`src/rtl/ibr_pkg.sv`:
```
package ibr_pkg;

  localparam int WORD_W = 64;
  localparam int PB_AW  = 32;
  localparam int PB_DW  = 32;
  localparam int SEL_W  = 2;

  // map a big-endian bit number onto an LSB-based index
  function automatic int be_pos(input int b);
    return WORD_W - 1 - b;
  endfunction

  // control word fields
  localparam int C_MAGIC_MSB = be_pos(0);
  localparam int C_MAGIC_LSB = be_pos(3);
  localparam int C_SIZE_MSB  = be_pos(4);
  localparam int C_SIZE_LSB  = be_pos(7);
  localparam int C_READ      = be_pos(15);
  localparam int C_ADDR_MSB  = be_pos(32);
  localparam int C_ADDR_LSB  = be_pos(63);

  // status word fields
  localparam int S_BERR_MSB  = be_pos(0);
  localparam int S_BERR_LSB  = be_pos(5);
  localparam int S_RD_MSB    = be_pos(6);
  localparam int S_RD_LSB    = be_pos(37);
  localparam int S_BUSY      = be_pos(44);
  localparam int S_ERR1_MSB  = be_pos(45);
  localparam int S_ERR1_LSB  = be_pos(51);
  localparam int S_DONE      = be_pos(52);
  localparam int S_ERR2_MSB  = be_pos(53);
  localparam int S_ERR2_LSB  = be_pos(55);
  localparam int S_BUSERR    = be_pos(5);
  localparam int S_TMO       = be_pos(51);
  localparam int S_REJ       = be_pos(55);

  localparam logic [3:0]       MAGIC    = 4'hD;
  localparam logic [SEL_W-1:0] SEL_CTL  = 2'd0;
  localparam logic [SEL_W-1:0] SEL_STAT = 2'd2;
  localparam logic [SEL_W-1:0] SEL_DATA = 2'd3;

  typedef struct packed {
    logic             rd;
    logic [PB_AW-1:0] addr;
    logic [2:0]       size;
    logic [PB_DW-1:0] wdata;
  } ibr_cmd_t;

  typedef enum logic {ENG_IDLE, ENG_WAIT} ibr_eng_state_t;

endpackage

```
`src/rtl/ibr_ctl_decode.sv`:
```
module ibr_ctl_decode
  import ibr_pkg::*;
(
  input  logic [WORD_W-1:0] ctl_word,
  input  logic [WORD_W-1:0] data_word,
  output ibr_cmd_t          cmd,
  output logic              legal
);

  logic [3:0] magic_f;
  logic [3:0] size_f;

  always_comb begin
    magic_f   = ctl_word[C_MAGIC_MSB:C_MAGIC_LSB];
    size_f    = ctl_word[C_SIZE_MSB:C_SIZE_LSB];
    cmd.rd    = ctl_word[C_READ];
    cmd.addr  = ctl_word[C_ADDR_MSB:C_ADDR_LSB];
    cmd.size  = size_f[2:0];
    cmd.wdata = '0;
    legal     = (magic_f == MAGIC);
    case (size_f)
      4'd1: cmd.wdata = {{(PB_DW-8){1'b0}},  data_word[WORD_W-1 -: 8]};
      4'd2: cmd.wdata = {{(PB_DW-16){1'b0}}, data_word[WORD_W-1 -: 16]};
      4'd4: cmd.wdata = data_word[WORD_W-1 -: PB_DW];
      default: legal = 1'b0;
    endcase
  end

endmodule

```
`src/rtl/ibr_engine.sv`:
```
module ibr_engine
  import ibr_pkg::*;
#(
  parameter int TIMEOUT_CYC = 32
)(
  input  logic             clk,
  input  logic             rst_n,
  input  logic             launch,
  input  logic             legal,
  input  ibr_cmd_t         cmd_in,
  input  logic             pb_ack,
  input  logic             pb_err,
  input  logic [PB_DW-1:0] pb_rdata,
  output logic             pb_req,
  output ibr_cmd_t         cmd_q,
  output logic             busy,
  output logic             done,
  output logic             berr,
  output logic             tmo,
  output logic             rej,
  output logic [PB_DW-1:0] rdat
);

  localparam int               CNT_W    = $clog2(TIMEOUT_CYC + 1);
  localparam logic [CNT_W-1:0] CNT_LAST = CNT_W'(TIMEOUT_CYC - 1);

  ibr_eng_state_t   state_q, state_d;
  logic [CNT_W-1:0] cnt_q, cnt_d;
  ibr_cmd_t         cmd_d;
  logic             done_q, done_d, berr_q, berr_d;
  logic             tmo_q, tmo_d, rej_q, rej_d;
  logic [PB_DW-1:0] rdat_q, rdat_d, rd_masked;
  logic             upd_en;

  always_comb begin
    case (cmd_q.size)
      3'd1:    rd_masked = {{(PB_DW-8){1'b0}},  pb_rdata[7:0]};
      3'd2:    rd_masked = {{(PB_DW-16){1'b0}}, pb_rdata[15:0]};
      default: rd_masked = pb_rdata;
    endcase
  end

  always_comb begin
    state_d = state_q;
    cnt_d   = cnt_q;
    cmd_d   = cmd_q;
    done_d  = done_q;
    berr_d  = berr_q;
    tmo_d   = tmo_q;
    rej_d   = rej_q;
    rdat_d  = rdat_q;
    unique case (state_q)
      ENG_IDLE: begin
        if (launch) begin
          done_d = 1'b0;
          berr_d = 1'b0;
          tmo_d  = 1'b0;
          rej_d  = 1'b0;
          rdat_d = '0;
          cmd_d  = cmd_in;
          if (legal) begin
            state_d = ENG_WAIT;
            cnt_d   = '0;
          end else begin
            done_d = 1'b1;
            rej_d  = 1'b1;
          end
        end
      end
      ENG_WAIT: begin
        if (pb_ack || pb_err) begin
          state_d = ENG_IDLE;
          done_d  = 1'b1;
          berr_d  = pb_err;
          if (cmd_q.rd && !pb_err) rdat_d = rd_masked;
        end else if (cnt_q == CNT_LAST) begin
          state_d = ENG_IDLE;
          done_d  = 1'b1;
          tmo_d   = 1'b1;
        end else begin
          cnt_d = cnt_q + 1'b1;
        end
      end
      default: state_d = ENG_IDLE;
    endcase
  end

  assign upd_en = launch || (state_q == ENG_WAIT);

  always_ff @(posedge clk or negedge rst_n) begin
    if (!rst_n) begin
      state_q <= ENG_IDLE;
      cnt_q   <= '0;
      cmd_q   <= '0;
      done_q  <= 1'b0;
      berr_q  <= 1'b0;
      tmo_q   <= 1'b0;
      rej_q   <= 1'b0;
      rdat_q  <= '0;
    end else if (upd_en) begin
      state_q <= state_d;
      cnt_q   <= cnt_d;
      cmd_q   <= cmd_d;
      done_q  <= done_d;
      berr_q  <= berr_d;
      tmo_q   <= tmo_d;
      rej_q   <= rej_d;
      rdat_q  <= rdat_d;
    end
  end

  assign pb_req = (state_q == ENG_WAIT);
  assign busy   = pb_req;
  assign done   = done_q;
  assign berr   = berr_q;
  assign tmo    = tmo_q;
  assign rej    = rej_q;
  assign rdat   = rdat_q;

endmodule

```
`src/rtl/ibr_status_pack.sv`:
```
module ibr_status_pack
  import ibr_pkg::*;
(
  input  logic              busy,
  input  logic              done,
  input  logic              berr,
  input  logic              tmo,
  input  logic              rej,
  input  logic [2:0]        size,
  input  logic [PB_DW-1:0]  rdat,
  output logic [WORD_W-1:0] status
);

  logic [PB_DW-1:0] rd_left;

  always_comb begin
    case (size)
      3'd1:    rd_left = {rdat[7:0],  {(PB_DW-8){1'b0}}};
      3'd2:    rd_left = {rdat[15:0], {(PB_DW-16){1'b0}}};
      default: rd_left = rdat;
    endcase
    status                       = '0;
    status[S_RD_MSB:S_RD_LSB]    = rd_left;
    status[S_BUSY]               = busy;
    status[S_DONE]               = done;
    status[S_BUSERR]             = berr;
    status[S_TMO]                = tmo;
    status[S_REJ]                = rej;
  end

endmodule

```
`src/rtl/ind_reg_bridge.sv`:
```
module ind_reg_bridge
  import ibr_pkg::*;
#(
  parameter int TIMEOUT_CYC = 32
)(
  input  logic              clk,
  input  logic              rst_n,
  input  logic [SEL_W-1:0]  reg_sel,
  input  logic              reg_wr,
  input  logic [WORD_W-1:0] reg_wdata,
  output logic [WORD_W-1:0] reg_rdata,
  output logic              pb_req,
  output logic              pb_we,
  output logic [PB_AW-1:0]  pb_addr,
  output logic [PB_DW-1:0]  pb_wdata,
  output logic [2:0]        pb_size,
  input  logic              pb_ack,
  input  logic              pb_err,
  input  logic [PB_DW-1:0]  pb_rdata
);

  logic [WORD_W-1:0] ctl_q, data_q, status_w;
  logic              ctl_we, data_we, busy, done, berr, tmo, rej, legal;
  logic [PB_DW-1:0]  rdat;
  ibr_cmd_t          cmd_dec, cmd_q;

  assign ctl_we  = reg_wr && (reg_sel == SEL_CTL) && !busy;
  assign data_we = reg_wr && (reg_sel == SEL_DATA);

  always_ff @(posedge clk or negedge rst_n) begin
    if (!rst_n)      ctl_q <= '0;
    else if (ctl_we) ctl_q <= reg_wdata;
  end

  always_ff @(posedge clk or negedge rst_n) begin
    if (!rst_n)       data_q <= '0;
    else if (data_we) data_q <= reg_wdata;
  end

  ibr_ctl_decode u_dec (
    .ctl_word  (reg_wdata),
    .data_word (data_q),
    .cmd       (cmd_dec),
    .legal     (legal)
  );

  ibr_engine #(.TIMEOUT_CYC(TIMEOUT_CYC)) u_eng (
    .clk      (clk),
    .rst_n    (rst_n),
    .launch   (ctl_we),
    .legal    (legal),
    .cmd_in   (cmd_dec),
    .pb_ack   (pb_ack),
    .pb_err   (pb_err),
    .pb_rdata (pb_rdata),
    .pb_req   (pb_req),
    .cmd_q    (cmd_q),
    .busy     (busy),
    .done     (done),
    .berr     (berr),
    .tmo      (tmo),
    .rej      (rej),
    .rdat     (rdat)
  );

  ibr_status_pack u_pack (
    .busy   (busy),
    .done   (done),
    .berr   (berr),
    .tmo    (tmo),
    .rej    (rej),
    .size   (cmd_q.size),
    .rdat   (rdat),
    .status (status_w)
  );

  assign pb_we    = !cmd_q.rd;
  assign pb_addr  = cmd_q.addr;
  assign pb_wdata = cmd_q.wdata;
  assign pb_size  = cmd_q.size;

  always_comb begin
    case (reg_sel)
      SEL_CTL:  reg_rdata = ctl_q;
      SEL_STAT: reg_rdata = status_w;
      SEL_DATA: reg_rdata = data_q;
      default:  reg_rdata = '0;
    endcase
  end

endmodule

```
`config.mk`:
```
export PLATFORM = sky130hd
export DESIGN_NAME = ind_reg_bridge
export DESIGN_NICKNAME = d
export VERILOG_FILES = /design/src/rtl/ibr_pkg.sv /design/src/rtl/ibr_ctl_decode.sv /design/src/rtl/ibr_engine.sv /design/src/rtl/ibr_status_pack.sv /design/src/rtl/ind_reg_bridge.sv
export SDC_FILE = /design/constraint.sdc
export NUM_CORES = 1
export LEC_CHECK = 0
export ABC_AREA = 1
export BUFFER_PORTS_ARGS = -buffer_cell sky130_fd_sc_hd__buf_2
export CAP_MARGIN = 20
export CORE_ASPECT_RATIO = 1.1
export CORE_MARGIN = 4
export CORE_UTILIZATION = 26
export DETAILED_ROUTE_END_ITERATION = 8
export MAX_ROUTING_LAYER = met4
export PLACE_DENSITY = 0.47
export SYNTH_ARGS = -nofsm -noshare
export SYNTH_HDL_FRONTEND = slang
export SYNTH_SLANG_ARGS = --single-unit
```
`constraint.sdc`:
```
create_clock -name clk -period 5 [get_ports clk]
set_clock_uncertainty 0.15 [all_clocks]
set_input_delay 1 -clock clk [delete_from_list [all_inputs] [get_ports clk]]
set_output_delay 1 -clock clk [all_outputs]
set_load 0.05 [all_outputs]
```
# == Yosys cells after proc, flatten, opt, wreduce, memory -nomap -nowiden ==
# Index checks and enable logic that the tools add are counted.
# Widths: inputs -> output; s select.
# word_totals
reg_bits,239
latchBits,0
ram_bits,0
romBits,0
in_bits,103
output_inout_bits,133
memories,0
# classes
add_sub_neg,1
mul,0
div,0
order_cmp,0
n_eq_ne,17
n_shift,0
mux,29
bitwise_logic,1
reduce_logical,17
# ops
operator,count
$pmux 32 s2,3
$pmux 64 s3,1
$mux 32,3
$pmux 32 s3,1
$mux 6,4
$mux 1,12
$ne 2x2->1 const B,6
$pmux 6 s2,1
$reduce_and 3->1,3
$pmux 1 s2,4
$reduce_and 4->1,2
$add 6x1->6 const B,1
$eq 6x5->1 const B,1
$reduce_and 5->1,1
$eq 2x2->1 const B,2
$eq 4x1->1 const B,1
$eq 4x2->1 const B,1
$eq 4x3->1 const B,1
$eq 4x4->1 const B,1
$logic_and 1x1->1,4
$eq 3x1->1 const B,1
$eq 3x2->1 const B,1
$logic_not 1->1,3
$ne 3x3->1 const B,1
5 further kinds,6

# == Depth between registers and ports, before layout ==
# Gate-level depths: netlist of the first run.
# logic_depth
ltp_word,6
ltp_mapped,9
depth_no_buf,9

# == By module ==
# From an unflattened synthesis of the first run, not the netlist that was laid out.
# unflattened
hier_cells,1597
area_unflattened_um2,12052.8
# modules_own_cells
mod,n_inst,cells_per_inst,area_each_um2
ind_reg_bridge,1,833,6150.9
ibr_engine,1,503,4463.0
ibr_ctl_decode,1,136,762.0
ibr_status_pack,1,125,676.9

# == Least setup slack after synthesis of the first run ==
# Ideal clock, no wire load.
# synth_timing
path_kind,input to output
from,in reg_sel[0]
to,out reg_rdata[42]
arrival_ns,2.540
slack_ns,1.310
path_stages,5
cell_sequence,inv_2 > nand2_1 > inv_2 > nand2_1 > o21ai_0
# synth_between
elab_chain_len,2
word_cells_on_any_way,4
cone_classes,2 x eq/ne; 1 x mux; 1 x reduce/logical
# synth_rtl
element,line,rtl
from (decl),ind_reg_bridge.sv:8,"input logic [SEL_W-1:0] reg_sel,"
$eq 2x2->1 or $logic_not 2->1 (tied branches),ind_reg_bridge.sv:83,case (reg_sel)
$pmux 64 s3 *,ind_reg_bridge.sv:83,
to (decl),ind_reg_bridge.sv:11,"output logic [WORD_W-1:0] reg_rdata,"
# Mark *: on every way between the ends. The rest lies on a longest branch, timed or not.

# == Final worst setup path of the first run ==
# layout_timing
from,in reg_sel[0]
to,out reg_rdata[56]
# Same word-level chain as after synthesis.

==> impl_metrics.sql, run 1 <==
INSERT INTO impl_metrics (metric_group, metric, value, unit) VALUES
('run_status', 'status', 'finished, final reports clean', ''),
('timing', 'fmax', '240', 'MHz'),
('timing', 'setup_viol', '0', ''),
('placement', 'dpl_cell_area', '0.0110', 'mm2'),
('synthesis', 'mappedNetlistNets', '1286', ''),
('clocking', 'cts_tree', 'yes', ''),
('global_routing', 'grt_use_total', '17.0', '%'),
('finish', 'num-nets-final', '1429', ''),
('critical_path', 'critPathSlowestCell', 'sky130_fd_sc_hd__inv_2', ''),
('clocking', 'clockRootBuffer', 'sky130_fd_sc_hd__clkbuf_16', ''),
('critical_path', 'cp-endpoint', 'reg_rdata[56]', ''),
('clocking', 'insertion_delay', '520', 'ps'),
('global_routing', 'grt_overflow', '0', ''),
('finish', 'sequential_cell_area', '0.00508', 'mm2'),
('synthesis', 'syn_inst', '1182', ''),
('critical_path', 'reg2reg_to', 'u_eng.rdat[11]', ''),
('placement', 'gp_congestion', '0.793', ''),
('synthesis', 'synthDominantCellAreaShare', '51.6', '%'),
('route', 'dr_total_vias', '8365', ''),
('timing', 'finalCriticalPeriod', '4180', 'ps'),
('timing', 'hold_viol_final', '0', ''),
('floorplan', 'floorplan.core_area', '0.0373', 'mm2'),
('synthesis', 'postSynthAreaPerCell', '8.33', 'um2'),
('critical_path', 'worst-r2r-setup-slack', '1600', 'ps'),
('clocking', 'clock_tree.htree_level_count', '1', ''),
('synthesis', 'dominant_synthesized_flop_cell', 'sky130_fd_sc_hd__dfrtp_1', ''),
('critical_path', 'reg2reg_from', 'u_eng.busy', ''),
('global_routing', 'first_pass_grt_wire_length', '53.1', 'mm'),
('finish', 'fillerInstances', '4005', ''),
('finish', 'layout-drive-gt1-share', '23.2', '%'),
('critical_path', 'worst_setup_path_end_kind', 'output pin', ''),
('timing', 'final.setup.tns', '0', 'ps'),
('global_routing', 'antenna_found_initial', '5', ''),
('critical_path', 'critical_path.max_fanout', '33', ''),
('placement', 'portBuffers', '235', ''),
('finish', 'area_delta_synth_final', '19.5', '%'),
('power_and_ir_drop', 'power-per-cell-area', '411', 'mW/mm2'),
('route', 'firstDrtPassIters', '5', ''),
('synthesis', 'ys.warnings.count', '0', ''),
('clocking', 'postCtsSetupRepairBufs', '0', ''),
('route', 'detail_route.drc_violations', '0', ''),
('route', 'drt.antenna.violating_nets', '0', ''),
('route', 'post_drt_wl_per_cell', '19.0', 'um'),
('critical_path', 'crit_path_max_incr_delay', '660', 'ps'),
('synthesis', 'synth_most_common_cell', 'sky130_fd_sc_hd__nand2_1', ''),
('critical_path', 'path_cells', 'buf_2, inv_2, nand2_1, inv_2, nand2_1, o211ai_1, buf_2', ''),
('clocking', 'cts-hold-fix-buffers', '0', ''),
('timing', 'final_max_slew_viol_count', '0', ''),
('clocking', 'cts.sink_count', '203', ''),
('floorplan', 'pin_count', '236', ''),
('floorplan', 'initial_utilization', '26.4', '%'),
('floorplan', 'std_cell_rows', '74', ''),
('critical_path', 'required', '3850', 'ps'),
('route', 'postRouteWirelength', '34.9', 'mm'),
('timing', 'hold_ws', '329', 'ps'),
('placement', 'post-dp-hpwl', '25.1', 'mm'),
('synthesis', 'syn-cell-area', '0.00985', 'mm2'),
('synthesis', 'synth.top_cells.by_count', '303 x sky130_fd_sc_hd__nand2_1, 203 x sky130_fd_sc_hd__dfrtp_1, 173 x sky130_fd_sc_hd__o21ai_0', ''),
('synthesis', 'postSynth.asyncResetShare', '100', '%'),
('critical_path', 'worst_setup_path_startpoint', 'reg_sel[0]', ''),
('floorplan', 'chipHeight', '212', 'um'),
('clocking', 'cts_resized', '0', ''),
('synthesis', 'synth_enable_flop_cells', '0', ''),
('critical_path', 'crit_path_start_kind', 'primary input', ''),
('global_routing', 'grtUsageMet1', '21.2', '%'),
('power_and_ir_drop', 'total_leakage_power', '0.00611', 'uW'),
('finish', 'multi_input_comb_area', '0.00350', 'mm2'),
('synthesis', 'synth_seq_area_share', '51.6', '%'),
('floorplan', 'die-width', '194', 'um'),
('global_routing', 'use_met3', '3.91', '%'),
('timing', 'setup_ws', '825', 'ps');
[worst max-delay path: cells and delay by family]
| kind | cells | cell delay [ps] |
|---|---|---|
| AND/OR/NAND/NOR | 2 | 610 |
| buffers and inverters | 4 | 1150 |
| AO/OA/AOI/OAI | 1 | 240 |
[stage by stage]
stage	power (uW)	cells
final	4840	1840
after global routing	5090	1840
after detailed placement	3120	1792
after global placement	3110	1791
after floorplan	2790	1182
after CTS	4920	1835
[layout make-up]
cell class | count | share of cell area [%]
inverter | 130 | 4.15
tap | 494 | 5.25
clock inverter | 8 | 0.765
sequential | 203 | 43.2
multi-input combinational | 719 | 29.7
antenna | 5 | 0.106
timing repair buffer | 246 | 10.9
clock buffer | 35 | 5.89
[per-layer routing]
metal / part of all wire (%) / vias up
met2: 47 / 236
met3: 6.3 / 42
met5: 0 / -
met4: 3.2 / 0
met1: 43 / 4006
li1: - / 4081
[how the worst min path moves through the flow]
stage / to / slack [ps] / cells after the start
6_report: u_eng.cmd_q[15] / 330 / 2
5_1_grt: u_eng.cmd_q[13] / 350 / 2
4_1_cts: u_eng.cmd_q[15] / 330 / 2
3_5_place_dp: u_eng.cmd_q[15] / 320 / 2
3_3_place_gp: u_eng.cmd_q[11] / 310 / 2
2_1_floorplan: u_eng.tmo / 290 / 2
[state kept, by name, summed over array words and instances (netlist names)]
signal and cells:
u_eng.done 1, u_eng.busy 1, u_eng.tmo 1, u_eng.rdat 32
ctl_q 33, u_eng.cnt_q 6, data_q 64, u_eng.cmd_q 63
u_eng.rej 1, u_eng.berr 1
[layout by cell type (no fill, tap or decap), types with 2 or more instances in the layout]
cell type | netlist | final
sky130_fd_sc_hd__nor2_1 | 33 | 32
sky130_fd_sc_hd__o31ai_2 | 10 | 10
sky130_fd_sc_hd__clkbuf_8 | 0 | 4
sky130_fd_sc_hd__bufinv_16 | 0 | 2
sky130_fd_sc_hd__inv_1 | 123 | 123
sky130_fd_sc_hd__diode_2 | 0 | 5
sky130_fd_sc_hd__inv_2 | 5 | 5
sky130_fd_sc_hd__clkinv_2 | 0 | 6
sky130_fd_sc_hd__buf_4 | 70 | 9
sky130_fd_sc_hd__nand2_1 | 303 | 302
sky130_fd_sc_hd__nor3_1 | 2 | 2
sky130_fd_sc_hd__o22ai_1 | 13 | 13
sky130_fd_sc_hd__nand4_1 | 3 | 3
sky130_fd_sc_hd__nand2_2 | 3 | 3
sky130_fd_sc_hd__o21ai_1 | 19 | 19
sky130_fd_sc_hd__a21oi_1 | 14 | 14
sky130_fd_sc_hd__buf_2 | 38 | 234
sky130_fd_sc_hd__clkinv_1 | 2 | 2
sky130_fd_sc_hd__o21ai_0 | 173 | 173
sky130_fd_sc_hd__a22oi_1 | 5 | 5
sky130_fd_sc_hd__nand3_2 | 3 | 3
sky130_fd_sc_hd__a31oi_1 | 9 | 9
sky130_fd_sc_hd__o31ai_1 | 6 | 6
sky130_fd_sc_hd__clkbuf_1 | 21 | 7
sky130_fd_sc_hd__clkbuf_16 | 0 | 25
sky130_fd_sc_hd__nand3_1 | 85 | 85
sky130_fd_sc_hd__nor2_4 | 4 | 5
sky130_fd_sc_hd__a22o_1 | 22 | 22
sky130_fd_sc_hd__dfrtp_1 | 203 | 203
sky130_fd_sc_hd__o211ai_1 | 6 | 6
[power by group]
part / switching (uW) / internal [uW] / total, uW
Combinational: 844 / 253 / 1100
Clock: 706 / 1060 / 1770
Sequential: 145 / 1830 / 1980
[cells by family (layout without fill, tap and decap cells)]
logic type,after synthesis,count (layout),synth area share (%)
DFF,203,203,51.6
AOI/OAI and AO/OA,278,278,16.5
and+or+nand+nor,439,439,18.6
other,0,5,0
adders and majority gates,1,1,0.127
xor gates and xnor gates,1,1,0.0889
buffers and inverters,260,419,13.1
Power figures use the tool's default switching activity.
==> run 2, diff against run 1 <==
--- a/config.mk
+++ b/config.mk
@@ -13,7 +13,7 @@
 export CORE_UTILIZATION = 26
 export DETAILED_ROUTE_END_ITERATION = 8
 export MAX_ROUTING_LAYER = met4
-export PLACE_DENSITY = 0.47
+export PLACE_DENSITY = 0.48
 export SYNTH_ARGS = -nofsm -noshare
 export SYNTH_HDL_FRONTEND = slang
 export SYNTH_SLANG_ARGS = --single-unit
==> constraint.sdc (replaced) <==
create_clock -name clk -period 3.4 [get_ports clk]
set_clock_uncertainty 0.15 [all_clocks]
set_input_delay 0.68 -clock clk [delete_from_list [all_inputs] [get_ports clk]]
set_output_delay 0.68 -clock clk [all_outputs]
set_load 0.05 [all_outputs]
==> impl_metrics.sql, run 2 (synthesized netlist as in run 1, its figures left out) <==
INSERT INTO impl_metrics (metric_group, metric, value, unit) VALUES
('placement', 'portBuffers', '235', ''),
('critical_path', 'critical_path.max_fanout', '5', ''),
('global_routing', 'pin_count_of_the_biggest_net_entering_global_routing', '123', ''),
('power_and_ir_drop', 'switching_share', '35.3', '%'),
('finish', 'reg_top3', 'data_q: 64 flops, u_eng.cmd_q: 63 flops, ctl_q: 33 flops', ''),
('critical_path', 'timing_worst_setup_path_type', 'flop to output pin', ''),
('route', 'drt.antenna.violating_nets', '0', ''),
('floorplan', 'pin_count', '236', ''),
('power_and_ir_drop', 'power.sequential.fraction', '40.8', '%'),
('global_routing', 'grt_overflow', '0', ''),
('timing', 'rsz0062_at_grt', 'false', ''),
('critical_path', 'critical_path.most_common_cell', 'sky130_fd_sc_hd__nand2_1', ''),
('clocking', 'clk_pin_slew_worst_paths', '60', 'ps'),
('timing', 'final.setup.tns', '0', 'ps'),
('power_and_ir_drop', 'share_of_total_power_in_combinational_logic', '23.4', '%'),
('clocking', 'clock_tree.htree_level_count', '1', ''),
('power_and_ir_drop', 'clock_power_share', '35.8', '%'),
('global_routing', 'first_pass_grt_wire_length', '52.4', 'mm'),
('floorplan', 'initial_utilization', '26.4', '%'),
('clocking', 'cts_tree', 'yes', ''),
('clocking', 'clockRootBuffer', 'sky130_fd_sc_hd__clkbuf_16', ''),
('timing', 'fmax', '306', 'MHz'),
('finish', 'num-nets-final', '1440', ''),
('timing', 'finalCriticalPeriod', '3260', 'ps'),
('timing', 'timing_worst_slew_pin_value', '795', 'ps'),
('finish', 'area_delta_synth_final', '21.6', '%'),
('clocking', 'postCtsSetupRepairBufs', '0', ''),
('critical_path', 'critPathSlowestCell', 'sky130_fd_sc_hd__dfrtp_2', ''),
('power_and_ir_drop', 'power_dissipated_by_switching_net_loads', '2510', 'uW'),
('clocking', 'cts-buffers-inserted', '25', ''),
('placement', 'post-dp-hpwl', '24.9', 'mm'),
('finish', 'max_flop_register', 'data_q', ''),
('critical_path', 'path_cells', 'inv_1, nor2_1, nand2_1, nand2_1, nor2_1, nand2_1, o211ai_1, buf_2', ''),
('timing', 'setup_viol', '0', ''),
('floorplan', 'chipHeight', '212', 'um'),
('critical_path', 'worst_setup_path_end_kind', 'output pin', ''),
('critical_path', 'crit_path_max_incr_delay', '460', 'ps'),
('clocking', 'cts-root-to-sink-buffers', '3', ''),
('min_path', 'hold_class', 'primary input to asynchronous set/reset pin', ''),
('route', 'postRouteWirelength', '34.3', 'mm'),
('floorplan', 'die-width', '194', 'um'),
('route', 'post_drt_wl_per_cell', '18.5', 'um'),
('power_and_ir_drop', 'total_leakage_power', '0.00619', 'uW'),
('critical_path', 'required', '2570', 'ps'),
('route', 'detail_route.iter0.violations', '495', ''),
('job', 'max_cap_violations', '0', ''),
('critical_path', 'cp.arrival', '2430', 'ps'),
('finish', 'layout-drive-gt1-share', '24.3', '%'),
('clocking', 'cts.sink_count', '203', ''),
('finish', 'layout.cells.most_common', 'sky130_fd_sc_hd__nand2_1', ''),
('timing', 'worst_slew_margin_rel', '47.0', '%'),
('floorplan', 'std_cell_rows', '74', ''),
('timing', 'final_max_slew_viol_count', '0', ''),
('clocking', 'insertion_delay', '520', 'ps'),
('power_and_ir_drop', 'peakVddDrop', '321', 'uV'),
('run_status', 'status', 'finished, final reports clean', ''),
('route', 'firstDrtPassIters', '5', ''),
('route', 'dr_total_vias', '8506', ''),
('route', 'viasPerCell', '4.60', ''),
('power_and_ir_drop', 'power-per-cell-area', '592', 'mW/mm2'),
('timing', 'hold_viol_final', '0', ''),
('critical_path', 'crit_path_start_kind', 'flop', ''),
('route', 'detail_route.drc_violations', '0', ''),
('global_routing', 'first_global_vias', '8517', ''),
('floorplan', 'floorplan.core_area', '0.0373', 'mm2'),
('power_and_ir_drop', 'internal_power', '4580', 'uW'),
('finish', 'largest_reg_flops', '64', ''),
('floorplan', 'dieArea', '0.0411', 'mm2'),
('finish', 'layout.cells.most_common_list', '302 x sky130_fd_sc_hd__nand2_1, 229 x sky130_fd_sc_hd__buf_2, 202 x sky130_fd_sc_hd__dfrtp_1', ''),
('placement', 'gp_congestion', '0.853', ''),
('timing', 'final_cycle_utilization_of_the_critical_path', '96.0', '%'),
('global_routing', 'antenna_found_initial', '6', ''),
('timing', 'hold_ws', '50.3', 'ps'),
('global_routing', 'grt_use_total', '16.7', '%');
## run 2: cell count changes in the layout (fill, tap and decap cells not counted), moves of 2 or more
cell                         previous run  this run
sky130_fd_sc_hd__clkinvlp_4             0         3
sky130_fd_sc_hd__o21ai_0              173       171
sky130_fd_sc_hd__clkbuf_1               7         3
sky130_fd_sc_hd__buf_2                234       229
sky130_fd_sc_hd__o21ai_1               19        21
sky130_fd_sc_hd__clkinv_2               6         8
sky130_fd_sc_hd__buf_4                  9        15
sky130_fd_sc_hd__buf_12                 1        11
## run 2: worst paths after layout
path                               from         endpoint  slack (ps)  cells past startpoint
max                           ctl_q[57]    reg_rdata[40]         140                      8
min                               rst_n  u_eng.cmd_q[29]          50                      1
max reg2reg                  u_eng.busy   u_eng.rdat[23]        1270                      6
min reg2reg                   u_eng.tmo        u_eng.tmo         330                      2
max in group asynchronous         rst_n        data_q[7]        2160                      2
min in group clk           pb_rdata[28]   u_eng.rdat[28]         240                      3
## run 2: final cells by class
type / count / area (um2)
diodes: 6 / 15.0
clock buffers: 31 / 678
clock inverters: 11 / 88.8
fillers: 4024 / 25300
inverters: 130 / 493
multi-input cells: 719 / 3500
flip-flops and latches: 203 / 5080
well taps: 494 / 618
repair buffers: 257 / 1500
## run 2: stage by stage
step / total power [uW] / cells / utilization (%) / worst slack (ps) / area (um2)
after global placement: 4600 / 1803 / 30.0 / 331 / 11200
after global routing: 7460 / 1851 / 32.1 / 21.7 / 12000
after detailed placement: 4610 / 1803 / 30.0 / 385 / 11200
after floorplan: 4110 / 1182 / - / 350 / 9850
after CTS: 7210 / 1845 / 32.0 / 137 / 12000
final: 7090 / 1851 / 32.1 / 137 / 12000
## run 2: critical path: cells and delay by family (launching register included)
kind / cells / cell delay (ps)
AO/OA/AOI/OAI: 1 / 190
buffers and inverters: 2 / 440
flip-flops: 1 / 460
AND/OR/NAND/NOR: 5 / 820
## run 2: routing by layer
metal | global-route usage (%) | share of wire (%) | vias up
li1 | - | - | 4100
met1 | 21.4 | 42 | 4061
met2 | 27.1 | 48 | 297
met3 | 3.74 | 7.4 | 48
met4 | 3.83 | 2.2 | 0
met5 | - | 0 | -
## run 2: power groups by stage
stage               Clock, uW  Sequential (uW)  Combinational (uW)
floorplan                   0             2860                1240
global placement            0             2930                1670
detailed placement          0             2930                1680
CTS                      2640             2890                1680
global route             2740             2930                1800
finish                   2540             2890                1660
## run 2: timing repair
action,4_1_cts,5_1_grt
hold buffers,0,0
resized for setup,1,5
endpoints found under the setup margin,2,4
